$ cat config.mk
export PLATFORM = sky130hd
export DESIGN_NAME = pwk_tone_tx
export DESIGN_NICKNAME = d
export VERILOG_FILES = /design/src/rtl/pwk_tx_pkg.sv /design/src/rtl/pwk_slot_timer.sv /design/src/rtl/pwk_carrier_gen.sv /design/src/rtl/pwk_bit_shifter.sv /design/src/rtl/pwk_tone_tx.sv
export SDC_FILE = /design/constraint.sdc
export NUM_CORES = 1
export LEC_CHECK = 0
export ABC_AREA = 1
export BUFFER_PORTS_ARGS = -buffer_cell sky130_fd_sc_hd__buf_2
export CORE_MARGIN = 5
export CORE_UTILIZATION = 31
export CTS_BUF_LIST = sky130_fd_sc_hd__clkbuf_4
export CTS_CLUSTER_SIZE = 24
export DETAILED_ROUTE_END_ITERATION = 7
export MAX_ROUTING_LAYER = met4
export PLACE_DENSITY = 0.58
export SLEW_MARGIN = 20
export SYNTH_ARGS = -nofsm -noshare
export SYNTH_HDL_FRONTEND = slang
export SYNTH_SLANG_ARGS = --single-unit
$ cat constraint.sdc
create_clock -name clk -period 3.8 [get_ports clk]
set_input_delay 0.19 -clock clk [delete_from_list [all_inputs] [get_ports clk]]
set_output_delay 0.19 -clock clk [all_outputs]
set_load 0.02 [all_outputs]
$ cat src/rtl/pwk_tx_pkg.sv
// Shared constants and types for the pulse-width-keyed tone transmitter.
// All phase lengths are counted in slots. A slot is the basic 0.5 ms unit,
// and its length in clock cycles is derived in the top module.
package pwk_tx_pkg;

    localparam int unsigned SLOTS_PER_BIT    = 3;
    localparam int unsigned BITS_PER_BYTE    = 9;   // eight data bits and parity
    localparam int unsigned TAIL_SHORT_SLOTS = 12;  // 6 ms of closing silence
    localparam int unsigned GAP_SLOTS        = 32;  // 16 ms, above the 15 ms gap
    localparam int unsigned BURST_SLOTS      = 25;  // 12.5 ms burst

    typedef enum logic [2:0] {
        ST_IDLE,
        ST_LEAD_GAP,
        ST_DATA,
        ST_MID_GAP,
        ST_BURST,
        ST_TAIL
    } seq_state_t;

    // Parity bit that makes the total count of ones odd.
    function automatic logic odd_parity(input logic [7:0] d);
        return ~^d;
    endfunction

endpackage

$ cat src/rtl/pwk_slot_timer.sv
// Slot timer: while run is high it divides the clock into slots of
// SLOT_CYC cycles and pulses tick in the last cycle of each slot.
// Assumes run is held low in idle, so the first slot after a start is full.
module pwk_slot_timer #(
    parameter int unsigned SLOT_CYC = 25000
) (
    input  logic clk,
    input  logic rst_n,
    input  logic run,
    output logic tick
);
    localparam int unsigned CW = (SLOT_CYC > 1) ? $clog2(SLOT_CYC) : 1;

    logic [CW-1:0] cnt;

    // Count cycles within the current slot, and clear the count when stopped.
    always_ff @(posedge clk) begin
        if (!rst_n || !run) begin
            cnt <= '0;
        end else if (cnt == CW'(SLOT_CYC - 1)) begin
            cnt <= '0;
        end else begin
            cnt <= cnt + 1'b1;
        end
    end

    assign tick = run && (cnt == CW'(SLOT_CYC - 1));

endmodule

$ cat src/rtl/pwk_carrier_gen.sv
// Carrier generator: a free-running divider makes a square wave with a
// half period of HALF_CYC cycles, which is passed out only while gate is high.
// Assumes HALF_CYC is at least 1.
module pwk_carrier_gen #(
    parameter int unsigned HALF_CYC = 1136
) (
    input  logic clk,
    input  logic rst_n,
    input  logic gate,
    output logic carrier
);
    localparam int unsigned CW = (HALF_CYC > 1) ? $clog2(HALF_CYC) : 1;

    logic [CW-1:0] cnt;
    logic          sq;

    // Toggle the square wave every HALF_CYC cycles.
    always_ff @(posedge clk) begin
        if (!rst_n) begin
            cnt <= '0;
            sq  <= 1'b0;
        end else if (cnt == CW'(HALF_CYC - 1)) begin
            cnt <= '0;
            sq  <= ~sq;
        end else begin
            cnt <= cnt + 1'b1;
        end
    end

    assign carrier = gate & sq;

endmodule

$ cat src/rtl/pwk_bit_shifter.sv
// Byte shifter: holds a byte with its parity bit and walks through the
// nine bits, MSB first, three slots per bit. It produces the envelope of
// the current slot. A load takes priority over an advance in the same cycle.
module pwk_bit_shifter
    import pwk_tx_pkg::*;
(
    input  logic       clk,
    input  logic       rst_n,
    input  logic       load,
    input  logic [7:0] load_byte,
    input  logic       advance,
    output logic       env,
    output logic       at_end
);
    logic [BITS_PER_BYTE-1:0] sh;
    logic [3:0]               bit_idx;
    logic [1:0]               slot_idx;

    // Load a new byte, or step to the next slot and bit on each advance.
    always_ff @(posedge clk) begin
        if (!rst_n) begin
            sh       <= '0;
            bit_idx  <= '0;
            slot_idx <= '0;
        end else if (load) begin
            sh       <= {load_byte, odd_parity(load_byte)};
            bit_idx  <= '0;
            slot_idx <= '0;
        end else if (advance) begin
            if (slot_idx == 2'(SLOTS_PER_BIT - 1)) begin
                slot_idx <= '0;
                bit_idx  <= bit_idx + 1'b1;
                sh       <= {sh[BITS_PER_BYTE-2:0], 1'b0};
            end else begin
                slot_idx <= slot_idx + 1'b1;
            end
        end
    end

    // Slot 0 always carries tone; slot 1 carries it only for a 0 bit.
    assign env    = (slot_idx == 2'd0) || ((slot_idx == 2'd1) && !sh[BITS_PER_BYTE-1]);
    assign at_end = (bit_idx == 4'(BITS_PER_BYTE - 1)) && (slot_idx == 2'(SLOTS_PER_BIT - 1));

endmodule

$ cat src/rtl/pwk_tone_tx.sv
// Pulse-width-keyed tone bus transmitter (top).
// Takes bytes through a valid/ready handshake with a single-entry holding
// register, and runs this sequence: optional lead gap (when the steady tone
// was on), data, optional gap and tone burst, then a silent tail. It drives
// the carrier envelope and the gated carrier. Assumes the caller offers each
// next byte before the current byte ends; a late byte ends the message.
module pwk_tone_tx
    import pwk_tx_pkg::*;
#(
    parameter int unsigned CLK_FREQ_HZ = 50_000_000,
    parameter int unsigned SLOT_US     = 500,
    parameter int unsigned TONE_HZ     = 22_000
) (
    input  logic       clk,
    input  logic       rst_n,
    input  logic       in_valid,
    input  logic [7:0] in_data,
    input  logic       in_last,
    input  logic       burst_en,
    input  logic       burst_sel,
    output logic       in_ready,
    input  logic       tone_en,
    output logic       tone_gate,
    output logic       tone_out,
    output logic       busy
);
    localparam int unsigned SLOT_CYC = (CLK_FREQ_HZ / 1_000_000) * SLOT_US;
    localparam int unsigned HALF_CYC = CLK_FREQ_HZ / (2 * TONE_HZ);
    localparam int unsigned PHW      = $clog2(GAP_SLOTS);
    localparam logic [PHW-1:0] GAP_END   = PHW'(GAP_SLOTS - 1);
    localparam logic [PHW-1:0] BURST_END = PHW'(BURST_SLOTS - 1);
    localparam logic [PHW-1:0] SHORT_END = PHW'(TAIL_SHORT_SLOTS - 1);

    seq_state_t     st, st_nx;
    logic           tick;
    logic           take;
    logic [PHW-1:0] ph_cnt;
    logic [PHW-1:0] tail_end;
    logic           tail_long;
    logic           tone_on;
    logic           env;
    logic           at_end;

    logic           hold_vld;
    logic [7:0]     hold_byte;
    logic           hold_last;
    logic           hold_bst_en;
    logic           hold_bst_sel;
    logic           cur_last;
    logic           act_bst_en;
    logic           act_bst_sel;
    logic           accept;

    assign in_ready = !hold_vld;
    assign accept   = in_valid && !hold_vld;
    assign busy     = (st != ST_IDLE);
    assign tail_end = tail_long ? GAP_END : SHORT_END;

    pwk_slot_timer #(.SLOT_CYC(SLOT_CYC)) slot_timer_i (
        .clk   (clk),
        .rst_n (rst_n),
        .run   (busy),
        .tick  (tick)
    );

    pwk_bit_shifter shifter_i (
        .clk       (clk),
        .rst_n     (rst_n),
        .load      (take),
        .load_byte (hold_byte),
        .advance   (tick),
        .env       (env),
        .at_end    (at_end)
    );

    pwk_carrier_gen #(.HALF_CYC(HALF_CYC)) carrier_i (
        .clk     (clk),
        .rst_n   (rst_n),
        .gate    (tone_gate),
        .carrier (tone_out)
    );

    // Holding register: capture an offered byte when empty, release it on take.
    always_ff @(posedge clk) begin
        if (!rst_n) begin
            hold_vld     <= 1'b0;
            hold_byte    <= '0;
            hold_last    <= 1'b0;
            hold_bst_en  <= 1'b0;
            hold_bst_sel <= 1'b0;
        end else if (accept) begin
            hold_vld     <= 1'b1;
            hold_byte    <= in_data;
            hold_last    <= in_last;
            hold_bst_en  <= in_last && burst_en;
            hold_bst_sel <= burst_sel;
        end else if (take) begin
            hold_vld     <= 1'b0;
        end
    end

    // Attributes of the byte now in the shifter, copied when it is taken.
    always_ff @(posedge clk) begin
        if (!rst_n) begin
            cur_last    <= 1'b0;
            act_bst_en  <= 1'b0;
            act_bst_sel <= 1'b0;
        end else if (take) begin
            cur_last    <= hold_last;
            act_bst_en  <= hold_bst_en;
            act_bst_sel <= hold_bst_sel;
        end
    end

    // Sequencer next state and the byte-take strobe.
    always_comb begin
        st_nx = st;
        take  = 1'b0;
        unique case (st)
            ST_IDLE: begin
                if (hold_vld) begin
                    if (tone_on) begin
                        st_nx = ST_LEAD_GAP;
                    end else begin
                        st_nx = ST_DATA;
                        take  = 1'b1;
                    end
                end
            end
            ST_LEAD_GAP: begin
                if (tick && ph_cnt == GAP_END) begin
                    st_nx = ST_DATA;
                    take  = 1'b1;
                end
            end
            ST_DATA: begin
                if (tick && at_end) begin
                    if (!cur_last && hold_vld) begin
                        take = 1'b1;
                    end else if (act_bst_en) begin
                        st_nx = ST_MID_GAP;
                    end else begin
                        st_nx = ST_TAIL;
                    end
                end
            end
            ST_MID_GAP: begin
                if (tick && ph_cnt == GAP_END) begin
                    st_nx = ST_BURST;
                end
            end
            ST_BURST: begin
                if (tick && ph_cnt == BURST_END) begin
                    st_nx = ST_TAIL;
                end
            end
            ST_TAIL: begin
                if (tick && ph_cnt == tail_end) begin
                    st_nx = ST_IDLE;
                end
            end
            default: st_nx = ST_IDLE;
        endcase
    end

    // State register.
    always_ff @(posedge clk) begin
        if (!rst_n) begin
            st <= ST_IDLE;
        end else begin
            st <= st_nx;
        end
    end

    // Slot count within the current phase, cleared on every state change.
    always_ff @(posedge clk) begin
        if (!rst_n || (st_nx != st)) begin
            ph_cnt <= '0;
        end else if (tick) begin
            ph_cnt <= ph_cnt + 1'b1;
        end
    end

    // Pick the tail length as the tail begins.
    always_ff @(posedge clk) begin
        if (!rst_n) begin
            tail_long <= 1'b0;
        end else if (st_nx == ST_TAIL && st != ST_TAIL) begin
            tail_long <= (st == ST_BURST) || tone_en;
        end
    end

    // Steady tone: allowed only while idle with nothing waiting.
    always_ff @(posedge clk) begin
        if (!rst_n) begin
            tone_on <= 1'b0;
        end else begin
            tone_on <= (st == ST_IDLE) && (st_nx == ST_IDLE) && tone_en;
        end
    end

    // Carrier envelope for the current phase.
    always_comb begin
        unique case (st)
            ST_IDLE:  tone_gate = tone_on;
            ST_DATA:  tone_gate = env;
            ST_BURST: tone_gate = act_bst_sel ? ((ph_cnt % PHW'(3)) == '0) : 1'b1;
            default:  tone_gate = 1'b0;
        endcase
    end

endmodule

======== Yosys cells after proc, flatten, opt, wreduce, memory -nomap -nowiden ========
Index checks and enable logic that the tools add are counted.
word-level totals
  output and inout port bits .............. 4
  word-level logic and storage cells ...... 104
  register bits after elaboration ......... 67
cells by class
  equal/unequal tests ..................... 16
  multiplexer cells ....................... 25
  divide/modulo/power cells ............... 1
  reductions and logical operators ........ 36
  bitwise operators ....................... 3
  add/subtract/negate cells ............... 5
operators with widths
  operator                 number
  $mux W9                  3
  $mux W3                  8
  $pmux W3 S6              1
  $add A15 B1 Y15 const B  1
  $eq A15 B15 Y1 const B   1
  $logic_and A1 B1 Y1      13
  $add A11 B1 Y11 const B  1
  $eq A11 B11 Y1 const B   1
  $eq A5 B5 Y1 const B     2
  $eq A3 B3 Y1 const B     3
  $mux W1                  8
  $reduce_xnor A8 Y1       1
  $eq A3 B2 Y1 const B     2
  $logic_not A3 Y1         2
  $pmux W1 S3              2
  $reduce_bool A2 Y1       3
  $reduce_or A2 Y1         3
  $add A5 B1 Y5 const B    1
  $eq A5 B5 Y1             1
  $logic_not A1 Y1         5
  $logic_not A5 Y1         1
  $mod A5 B2 Y5 const B    1
  $mux W5                  1
  $add A4 B1 Y4 const B    1
  other kinds (14)         20

======== Logic depth before layout (Yosys ltp) ========
  depth in word-level cells ............... 8
  depth in mapped cells ................... 20
  depth with buffers taken out ............ 19

======== Cells and area by module ========
From an unflattened synthesis, not the netlist that was laid out.
second synthesis, totals
  cells, all modules ...................... 574
  area, all modules ....................... 3819.9 um^2
by module, submodules not included
  module           area each (um^2)  instances  cells an instance  seq. area each (um^2)
  pwk_tone_tx      1491.4            1          221                500.5
  pwk_bit_shifter  909.6             1          141                300.3
  pwk_slot_timer   847.1             1          133                300.3
  pwk_carrier_gen  571.8             1          79                 240.2

======== Worst setup path after synthesis ========
No wires, ideal clock.
  kind .................................... register to output
  start point ............................. register ph_cnt[4]
  end point ............................... output port tone_out
  path buffers ............................ 1
  slack ................................... 1.316 ns
  arrival time ............................ 2.294 ns
  cell stages (with the launch flop) ...... 20
  cells stage by stage .................... dfxtp_1 clkbuf_2 inv_1 o21ai_1 nand3_1 nand3_1 xor2_1 ha_1 inv_1 nand2_1 nand3_1 nand2_1 nand3_1 a21oi_1 nand2_1 nand2_1 nand2_1 nand3_1 nand2_1 inv_1
between the ends
  word-level cells in the longest chain between the ends .. 5
ends and longest elaborated chain
  what                      line                   text
  start: declaration        pwk_tone_tx.sv:37      logic [PHW-1:0] ph_cnt;
  start signal: assignment  pwk_tone_tx.sv:180     ph_cnt <= ph_cnt + 1'b1;
  $mod A5 B2 Y5             pwk_tone_tx.sv:207     ST_BURST: tone_gate = act_bst_sel ? ((ph_cnt % PHW'(3)) == '0) : 1'b1;
  $logic_not A5 Y1          pwk_tone_tx.sv:207
  $mux W1                   pwk_tone_tx.sv:207
  $pmux W1 S3               pwk_tone_tx.sv:204     unique case (st)
  via tone_gate             pwk_tone_tx.sv:23      output logic tone_gate,
  $and A1 B1 Y1             pwk_carrier_gen.sv:30  assign carrier = gate & sq;
  end: declaration          pwk_tone_tx.sv:24      output logic tone_out,
The timed path passes the listed nets, and every way through them passes these cells.

======== Worst setup path after layout ========
  start point ............................. register ph_cnt[4]
  end point ............................... output port tone_out
between the ends
  word-level cells in the longest chain between the ends .. 5
ends and longest elaborated chain
  what              line
  $mod A5 B2 Y5     pwk_tone_tx.sv:207
  $logic_not A5 Y1  pwk_tone_tx.sv:207
  $mux W1           pwk_tone_tx.sv:207
  $pmux W1 S3       pwk_tone_tx.sv:204
  $and A1 B1 Y1     pwk_carrier_gen.sv:30
No other way between the ends.

==> results.md <==
* Via count of the first global-routing pass at 3009
* Worst clock skew on the final layout at 15.2 ps
* Root buffer selected by CTS: clkbuf_4
* Effective utilization at floorplan at 0.313
* Worst hold path type: primary input to flop
* Top delay family on crit path: simple AND/OR/NAND/NOR gates
* Synth warnings at 0
* Crit path largest cell delay at 490 ps
* Combinational share of power at 0.208
* Actual transition at the worst max-transition pin at 572 ps
* Number of H-tree levels at 3
* Routed wire per std cell at 10.3 um
* Proportion of layout cells with a drive suffix above 1 at 0.0971
* Setup CP Type: flop to output port
* Fraction of the cycle the final worst path needs at 0.849
* Combined buffer and inverter count along the critical path at 4
* Average instance area after synthesis at 6.82 sq um
* Largest area contributor in the netlist: dfxtp_1
* Share of async-settable or async-resettable flops after synthesis at 0
* Clock tree from TritonCTS: yes
* Post-layout instance count excluding filler cells at 689
* Distinct cell type count of the synthesized netlist at 36
* RSZ-0062 raised after global routing: false
* List of most frequent post-synthesis cells: nand2_1, nor2_1, dfxtp_1
* Kind of start point of the critical path: flop
* Reg power frac at 0.458
* Number of nets with antenna violations after detailed routing at 0
* Buffers added on ports at 18
* Antenna violations before repair at 0
* Remaining Overflow, GRT at 0
* Clk slew on worst S/H paths at 120 ps
* Post-Syn Instances at 520
* Biggest fanout along the worst timing path at 9
* Fmax achieved at 0.310 GHz
* Post-Syn Nets at 545
* Cell-by-cell listing of the critical path: inv_1 > o21ai_1 > nand3_1 > nand3_1 > xor2_1 > ha_1 > inv_1 > nand2_1 > nand3_1 > nand2_1 > nand3_1 > a21oi_1 > nand2_1 > nand2_1 > nand2_1 > nand3_1 > nand2_1 > inv_1 > buf_2
* Final GP Congestion at 0.815
* WP data required at 3610 ps
* Iter 0 DRT Violations at 165
* Number of buffers inserted during clock tree synthesis at 9
* R2r setup slk at 1370 ps
* Post-synth top flop: dfxtp_1
* Internal Dissipation at 0.00123 W
* Total Power at 0.00179 W
* All-layer global routing usage at 0.117
* Area share of the leading cell type in the synthesized netlist at 0.378
* Via total after detailed routing at 3201
* Minimum hold slack at 27.3 ps
* Final Hold Viols at 0
* Slew Viols, Final at 0
* Status: completed
* HPWL after DPL at 5240 um
* TritonCTS Sinks at 67
* Max-Cap Viols at 0
* Num ports at 19
* Core Rows at 39
* Antenna diode instance count at 0
* Endpoint arrival time on the critical path at 3040 ps
* Die width at 117 um
* Leakage power summed over all cells at 1.66 nW
* Net switching power at 0.000560 W
* Count of TritonRoute iterations in the first routing pass at 4
* Cell with the most instances after synthesis: nand2_1
* Clock period minus worst slack at 3230 ps
* Slowest cell on the critical path: dfxtp_1
* Synthesis-to-layout area growth at 11.8%
* Clock network fraction of design power at 0.333
* EDFF count, synth at 0
* Maximum buffer depth of the clock tree at 2
* Fin Setup TNS at 0 ps
* Cell types occupying the most area after synthesis: dfxtp_1, nand2_1, nor2_1
* Overall die area at 13700 sq um
* Number of synthesized register bits at 67
* Cell area after synthesis at 3550 sq um
* Switching Share at 0.312
* Setup violation total in the final timing report at 0
* Sequential fraction of the synthesis area at 0.378
* Die height at 117 um
* Clock Latency Late Sink at 410 ps
* Global-route wire length before repair at 12800 um
* Total of fill cells in the finished design at 1213
* Sort of element at the end of the critical path: output port
* DRT Wirelength at 7100 um
* Via density at 4.65
* Number of nets in the finished design at 566
* Cell repeated most along the worst path: nand2_1
* Core footprint at 11300 sq um
* Worst vdd rail ir drop at 0.193 mV
* Pwr dens at 452 nW/um^2
* Number of design rule violations left after detail routing at 0
* DP Cell Count at 671
* Maximum number of pins on one net before global-route repair at 31
* Worst rel slew slack at 0.618
metrics by stage:
| stage | setup slack [ps] | instance area, sq um | utilization |
|---|---|---|---|
| after detailed placement | 1050 | 3760 | 0.332 |
| final | 574 | 3960 | 0.350 |
| after CTS | 551 | 3960 | 0.350 |
| after floorplan | 1320 | 3550 | - |
| after global placement | 1210 | 3760 | 0.332 |
| after global routing | 230 | 3960 | 0.350 |
sequential cells by signal (all words and copies together) (netlist names), 2 cells and up:
| signal | count |
|---|---|
| carrier_i.cnt | 11 |
| hold_byte | 8 |
| ph_cnt | 5 |
| shifter_i.bit_idx | 4 |
| shifter_i.sh | 9 |
| shifter_i.slot_idx | 2 |
| slot_timer_i.cnt | 15 |
| st | 3 |
cell usage in the layout (no fill, tap or decap), types with 3 or more instances in the layout:
master,n
nand4_1,11
inv_1,61
nand2_1,114
buf_2,18
nor2_1,83
bufinv_16,3
nor3_1,8
nand2_2,5
o21ai_0,35
a21oi_1,27
clkinv_1,3
dfxtp_1,67
or2_2,4
xnor2_1,7
ha_1,10
xor2_1,7
clkbuf_4,9
nor3b_1,12
nand3_1,33
routing by layer:
| metal | vias to the layer above | share of wire | wire, um | GRT usage |
|---|---|---|---|---|
| met2 | 36 | 0.45 | 3180 | 0.184 |
| met4 | 0 | 0.022 | 159 | 0.0459 |
| met5 | - | 0 | 0 | - |
| li1 | 1716 | - | - | - |
| met1 | 1438 | 0.50 | 3550 | 0.146 |
| met3 | 11 | 0.029 | 209 | 0.0252 |
cells by family after synthesis:
family	count (synthesis)	share of synthesized area
compound gates	71	0.104
xor+xnor	14	0.0346
fa+ha+maj	10	0.0353
buf+inv	76	0.0868
flops	67	0.378
simple gates	282	0.361
power groups by stage:
stage / Clock [W] / Sequential, W / Combinational (W)
2_1_floorplan: 0 / 0.000825 / 0.000315
3_3_place_gp: 0 / 0.000836 / 0.000375
3_5_place_dp: 0 / 0.000837 / 0.000375
4_1_cts: 0.000619 / 0.000821 / 0.000378
5_1_grt: 0.000651 / 0.000831 / 0.000435
6_report: 0.000597 / 0.000821 / 0.000373
final timing paths:
path,from,cells past startpoint,end
setup / recovery,ph_cnt[4]$_SDFFE_PP0P_,19,tone_out
hold / removal,in_data[2],3,hold_byte[2]$_SDFFE_PN0P_
setup reg to reg,slot_timer_i.cnt[0]$_SDFF_PP0_,11,hold_vld$_SDFFE_PN0P_
hold reg to reg,carrier_i.cnt[0]$_SDFF_PP0_,1,carrier_i.cnt[0]$_SDFF_PP0_
repair_timing:
item,4_1_cts,5_1_grt
buffers inserted,0,0
endpoints found under the hold margin,2,0
hold buffers,2,0
gates resized for setup,0,0
endpoints found under the setup margin,0,0
worst min-delay path, delay by kind of cell:
kind	cells	cell delay [ps]
buffers and inverters	1	70
AOI/OAI and AO/OA	1	70
and+or+nand+nor	1	80
layout make-up:
cell class / instances / area, sq um / share of cell area
sequential: 67 / 1340 / 0.338
tap: 143 / 179 / 0.0451
timing repair buffer: 21 / 118 / 0.0297
clock inverter: 7 / 115 / 0.0290
multi-input combinational: 377 / 1900 / 0.479
inverter: 65 / 246 / 0.0622
clock buffer: 9 / 67.6 / 0.0170
No activity file was read; power rests on OpenSTA's default activity.
